$ cat src/rtl/rdr_fifo.sv
module rdr_fifo #(
  parameter int DEPTH   = 12,
  parameter int HI_MARK = 9,
  parameter int LO_MARK = 3,
  parameter int LEN_W   = 12,
  parameter int DW      = 8
) (
  input  logic             clk,
  input  logic             rst_n,
  input  logic             en,
  input  logic             dir_tx,
  input  logic             clr,
  input  logic             host_wr,
  input  logic [DW-1:0]    host_wdata,
  input  logic             host_rd,
  input  logic             frm_wr,
  input  logic [DW-1:0]    frm_wdata,
  input  logic             frm_rd,
  output logic [DW-1:0]    rd_data,
  output logic             empty,
  output logic [7:0]       status,
  input  logic             len_wr_hi,
  input  logic             len_wr_lo,
  input  logic [DW-1:0]    len_wdata,
  input  logic             tx_eof,
  output logic [LEN_W-1:0] tx_len
);
  localparam int AW = $clog2(DEPTH);
  localparam int CW = $clog2(DEPTH + 1);
  localparam int HW = LEN_W - 4;

  logic [DW-1:0] mem [DEPTH];
  logic [AW-1:0] wptr, rptr;
  logic [CW-1:0] cnt, cnt_m1;
  logic          ovf, full;
  logic          wr, rd, wr_ok, rd_ok;
  logic [DW-1:0] wdata;

  assign wr    = dir_tx ? host_wr : frm_wr;
  assign rd    = dir_tx ? frm_rd  : host_rd;
  assign wdata = dir_tx ? host_wdata : frm_wdata;
  assign empty = (cnt == '0);
  assign full  = (cnt == CW'(DEPTH));
  assign wr_ok = wr && !full;
  assign rd_ok = rd && !empty;

  function automatic logic [AW-1:0] bump(input logic [AW-1:0] p);
    return (p == AW'(DEPTH - 1)) ? '0 : p + AW'(1);
  endfunction

  always_ff @(posedge clk) begin
    if (!rst_n || clr) begin
      wptr <= '0;
      rptr <= '0;
      cnt  <= '0;
      ovf  <= 1'b0;
    end else begin
      if (wr_ok) begin
        mem[wptr] <= wdata;
        wptr      <= bump(wptr);
      end
      if (rd_ok) rptr <= bump(rptr);
      if (wr && full) ovf <= 1'b1;
      cnt <= cnt + CW'(wr_ok) - CW'(rd_ok);
    end
  end

  always_ff @(posedge clk) begin
    if (!rst_n)              rd_data <= '0;
    else if (rd_ok && !clr)  rd_data <= mem[rptr];
  end

  always_ff @(posedge clk) begin
    if (!rst_n || !en || tx_eof) tx_len <= '0;
    else begin
      if (len_wr_hi) tx_len[LEN_W-1:4] <= len_wdata[HW-1:0];
      if (len_wr_lo) tx_len[3:0]       <= len_wdata[3:0];
    end
  end

  assign cnt_m1 = empty ? '0 : cnt - CW'(1);
  assign status = {1'b0,
                   !dir_tx && (cnt >= CW'(HI_MARK)),
                   dir_tx && (cnt <= CW'(LO_MARK)),
                   ovf,
                   cnt_m1[3:0]};
endmodule


$ cat config.mk
export PLATFORM = sky130hd
export DESIGN_NAME = rdr_fifo
export DESIGN_NICKNAME = d
export VERILOG_FILES = /design/src/rtl/rdr_fifo.sv
export SDC_FILE = /design/constraint.sdc
export NUM_CORES = 1
export LEC_CHECK = 0
export BUFFER_PORTS_ARGS = -buffer_cell sky130_fd_sc_hd__buf_2
export CORE_ASPECT_RATIO = 0.5
export CORE_MARGIN = 2
export CORE_UTILIZATION = 45
export DETAILED_ROUTE_END_ITERATION = 6
export SKIP_CTS_REPAIR_TIMING = 1
export SYNTH_ARGS = -nofsm -noshare
export SYNTH_HDL_FRONTEND = slang
export SYNTH_SLANG_ARGS = --single-unit
$ cat constraint.sdc
create_clock -name clk -period 4.55 [get_ports clk]
set_input_delay 0.2275 -clock clk [delete_from_list [all_inputs] [get_ports clk]]
set_output_delay 0.2275 -clock clk [all_outputs]
set_load 0.01 [all_outputs]
# [Yosys cells after proc, flatten, opt, wreduce, memory -nomap -nowiden]
# Memory sizes are Yosys's and may differ from the RTL's. A register that Yosys moved wholly into a read port is not among the register bits.
# Cells that the tools add are included.
[totals] regBits=25 ramBits=96 memories=1
[mem_list] memory="mem" words=12 width=8 read_ports=1 rd_clocked_by_memory_dff=1 wr=1 line_no="32" source="logic [DW-1:0] mem [DEPTH];"
[op_classes] add_sub_neg=5 order_cmp=2 n_eq_ne=3 muxes=9 reduce_logical=17
[op_table] op="== test 4 bit, second input constant" n=3
[op_table] op="2-to-1 mux 4 bit" n=3
[op_table] op="adder 4 x 1 -> 4 bit, second input constant" n=2
[op_table] op="2-to-1 mux 8 bit" n=1
[op_table] op="zero test 1 bit" n=7
[op_table] op="logical AND 1 bit" n=6
[op_table] op="2-to-1 mux 1 bit" n=5
[op_table] op="adder 4 x 1 -> 4 bit" n=1
[op_table] op=">= comparator 4 bit, second input constant" n=1
[op_table] op="less-or-equal comparator 4 x 2 -> 1 bit, second input constant" n=1
[op_table] op="zero test 4 bit" n=1
[op_table] op="subtractor 4 x 1 -> 4 bit" n=1
[op_table] op="subtractor 4 x 1 -> 4 bit, second input constant" n=1
[op_table] op="logical OR 1 bit" n=3

# [Logic depth before layout (Yosys ltp)]
[depth] word_depth=6 ltp_mapped=11

# [Worst setup path before layout]
# OpenSTA, ideal clock, no wires.
[synth_path] path_kind="reg-to-reg" start="reg cnt[2]" end="reg cnt[2]" setup_time_ns=0.128 arrival_ns=2.180 setup_slack_ns=2.242 path_stages_with_launch=12 path_cell_list="dfxtp_1 > inv_1 > ha_1 > nor3b_4 > nor2_2 > ha_1 > inv_1 > ha_1 > inv_1 > fa_1 > xnor2_1 > nor2_1"
[synth_via] word_cells_on_any_way=8 classes_between="2 x add/sub; 1 x eq/ne; 5 x reduce/logical"
[synth_lines] element="start: declaration" line_no="34" source="logic [CW-1:0] cnt, cnt_m1;"
[synth_lines] element="start signal: assignment" line_no="64" source="cnt <= cnt + CW'(wr_ok) - CW'(rd_ok);"
[synth_lines] element="zero test 4 bit" line_no="42" source="assign empty = (cnt == '0);"
[synth_lines] element="net empty" line_no="20" source="output logic empty,"
[synth_lines] element="zero test 1 bit" line_no="45" source="assign rd_ok = rd && !empty;"
[synth_lines] element="logical AND 1 bit" line_no="45"
[synth_lines] element="net rd_ok" line_no="36" source="logic wr, rd, wr_ok, rd_ok;"
[synth_lines] element="subtractor 4 x 1 -> 4 bit" line_no="64"
# The timed path passes the listed nets, and every way through them passes these cells.
# A chain may end at the register's enable or synchronous reset.

# [Worst setup path after layout]
[layout_path] start="reg cnt[2]" end="reg cnt[2]"
[layout_via] word_cells_on_any_way=8 classes_between="2 x add/sub; 1 x eq/ne; 5 x reduce/logical"
[layout_lines] element="zero test 4 bit" line_no="42"
[layout_lines] element="zero test 1 bit" line_no="45"
[layout_lines] element="logical AND 1 bit" line_no="45"
[layout_lines] element="net rd_ok" line_no="36"
[layout_lines] element="subtractor 4 x 1 -> 4 bit" line_no="64"
# The timed path passes the listed nets, and every way through them passes these cells.

==> metrics.log <==
[metrics] status: complete, no violations
[metrics] GRT Total Usage: 0.184
[metrics] fraction of the core area covered by cells at the end of the flow: 0.546
[metrics] die area: 0.0129 mm²
[metrics] clock share of power: 0.470
[metrics] Int Power: 2.20 mW
[metrics] number of I/O port buffers: 63
[metrics] number of instances in the synthesized netlist: 337
[metrics] DP Cell Count: 551
[metrics] ratio of final minimum period to clock period: 0.564
[metrics] Final Instance Area: 0.00640 mm²
[metrics] number of enable flip-flop cells after synthesis: 96
[metrics] fraction of power consumed by combinational cells: 0.077
[metrics] global-route wire length before repair: 16700 µm
[metrics] startpoint class of the critical path: flop
[metrics] fraction of final layout cells sized beyond drive strength 1: 0.318
[metrics] number of core rows: 28
[metrics] skew final: 4.72 ps
[metrics] number of global-route vias before repair: 3144
[metrics] TritonCTS Sinks: 129
[metrics] WP data arrival: 2840 ps
[metrics] number of vias per cell: 5.29
[metrics] net count after synthesis: 388
[metrics] Post-synth ARST share: 0
[metrics] Starting Density: 0.458
[metrics] I/O pin total: 65
[metrics] residual antenna-violating net count after detailed routing: 0
[metrics] max-slew violation count: 0
[metrics] data required time at the worst endpoint: 4830 ps
[metrics] instance area at placement: 0.00581 mm²
[metrics] biggest area consumer among synthesized cells: edfxtp_1
[metrics] final period demand of the worst path: 2570 ps
[metrics] clock buffers created by TritonCTS: 17
[metrics] upper clock frequency limit: 390 MHz
[metrics] unrepaired setup endpoints after global routing: no
[metrics] maximum number of pins on one net before global-route repair: 25
[metrics] vias: 3082
[metrics] main area contributors after synthesis: edfxtp_1 (54%), dfxtp_1 (12%), mux4_2 (10%)
[metrics] half-perimeter wire length of the detailed placement result: 7390 µm
[metrics] Synth top area share: 0.537
[metrics] average cell area after synthesis: 15.9 µm²
[metrics] Crit Reg-Reg Startpoint: cnt[2]
[metrics] setup TNS: 0 ps
[metrics] post-synth design cell area: 0.00537 mm²
[metrics] diodes inserted: 0
[metrics] max-cap viol count: 0
[metrics] antenna violations before repair: 0
[metrics] Main synth FF type: edfxtp_1
[metrics] count of cell types in the netlist: 45
[metrics] category of the most critical setup path: reg2reg
[metrics] peak supply drop: 0.200 mV
[metrics] Clock Tree Root: clkbuf_16
[metrics] sequential share of the synthesized area: 0.660
[metrics] Sw Share: 0.231
[metrics] Horiz. Die Dim: 159 µm
[metrics] htree depth: 4
[metrics] CP Capture Type: flop
[metrics] classification of the worst-slack hold path: in2reg
[metrics] share of power burned in registers: 0.453
[metrics] Final setup viols: 0
[metrics] source-to-sink clock delay at the later pin of the worst-skew pair: 410 ps
[metrics] synth warn: 0
[metrics] number of detailed-route iterations in the first pass: 4
[metrics] worst relative slew slack: 0.384
[metrics] TritonCTS clock tree: built
[metrics] total net switching power: 0.663 mW
[metrics] static leakage power: 2.29 nW
[metrics] detail-routed net length per standard cell: 19.0 µm
[metrics] actual slew at the worst max-slew pin: 922 ps
[metrics] final hold violation count: 0
[metrics] final wirelength: 11100 µm
[metrics] maximum fanout along the worst path: 10
[metrics] weighted congestion reported at the end of routability-driven placement: 0.858
[metrics] die boundary height: 81.3 µm
[metrics] CTS max path bufs: 2
[metrics] DRC violations left: 0
[metrics] overflow left after global routing: 0
[metrics] startpoint of the tightest hold check path: len_wdata[7]
[metrics] clock slew at reported path FFs: 60 ps
[metrics] Nets: 456
[metrics] power after layout: 2.87 mW
[metrics] Finished Layout Cells: 583
[metrics] core region area: 0.0117 mm²
[metrics] register bit total from synthesis: 129
[metrics] initial detailed-routing violation count: 312
[metrics] area grow syn2layout: 19.2%
[metrics] first element of the critical path: cnt[2]
[metrics] power per cell area: 448 mW/mm²
## Yosys cell counts, types with 2 or more instances
master and number:
buf_6 3, nand2_1 11, a21oi_1 7, and2_1 14
clkbuf_1 5, mux2i_1 22, mux4_2 24, o21ai_0 5
buf_2 5, mux2_2 8, nor2_1 33, nand3_1 2
inv_1 10, and3_1 2, dfxtp_1 33, buf_4 2
a31oi_1 6, or4_1 2, xnor2_1 2, edfxtp_1 96
a221o_1 8, ha_1 14
## power groups by stage
stage | Sequential, mW | Combinational, mW | Clock [mW]
global placement | 1.32 | 0.213 | 0
finish | 1.30 | 0.221 | 1.35
detailed placement | 1.32 | 0.221 | 0
floorplan | 1.32 | 0.140 | 0
CTS | 1.30 | 0.223 | 1.37
global route | 1.30 | 0.247 | 1.43
## path summary, 6_finish.rpt
| kind | slack, ps | cells past startpoint | to |
|---|---|---|---|
| worst min-delay path | 50 | 3 | tx_len[11] |
| worst max register to register | 1980 | 11 | cnt[2] |
| worst min register to register | 470 | 2 | ovf |
| worst max-delay path | 1980 | 11 | cnt[2] |
## through the flow
step	hold WS, ps	setup WS, ps
2_1_floorplan	375	2240
3_3_place_gp	464	2130
3_5_place_dp	467	1990
4_1_cts	36.8	1970
5_1_grt	54.9	1780
6_report	51.8	1980
## per-layer routing
| layer | routed length (µm) | share of wire | global-route usage |
|---|---|---|---|
| met1 | 5180 | 0.47 | 0.244 |
| met2 | 5190 | 0.47 | 0.295 |
| met3 | 536 | 0.049 | 0.0496 |
| met4 | 136 | 0.012 | 0.0703 |
| met5 | 0 | 0 | 0 |
## final cells by class
class	instances	area, µm²
tap	165	206
inverter	11	41.3
timing repair buffer	65	330
multi-input combinational	181	1690
sequential	129	3540
clock buffer	18	439
clock inverter	14	154
fill	920	5330
## sequential cells by signal (all words and copies together), names as in the netlist
register / count
rd_data: 8
cnt: 4
ovf: 1
mem: 96
wptr: 4
rptr: 4
tx_len: 12
## cell families after synthesis
group | count (synthesis) | share of synthesized area
mux | 55 | 0.160
simple gates | 76 | 0.0717
buf+inv | 27 | 0.0256
compound gates | 31 | 0.0405
flops | 129 | 0.660
fa+ha+maj | 15 | 0.0363
xor+xnor | 3 | 0.00489
other cells | 1 | 0.000698
## critical path: stages, from the launching register on
cell     delay, ps
dfxtp_1        320
inv_1          160
ha_1           230
nor3b_4        410
nor2_2         150
ha_1           300
inv_1           60
ha_1           160
inv_1           60
fa_1           380
xnor2_1        150
nor2_1          50
## cell usage in the layout (no fill, tap or decap), types with 4 or more instances in the layout
cell type   Yosys  final
nand2_1        11     11
mux2_2          8      8
inv_1          10     10
a21oi_1         7      7
a221o_1         8      8
mux2i_1        22     22
and2_1         14     14
ha_1           14     14
nor2_1         33     33
mux4_2         24     24
a31oi_1         6      6
o21ai_0         5      5
clkinvlp_4      0      5
edfxtp_1       96     96
dfxtp_1        33     33
clkbuf_16       0     17
inv_6           0      4
buf_2           5     63
(Power assumes the default switching activity.)
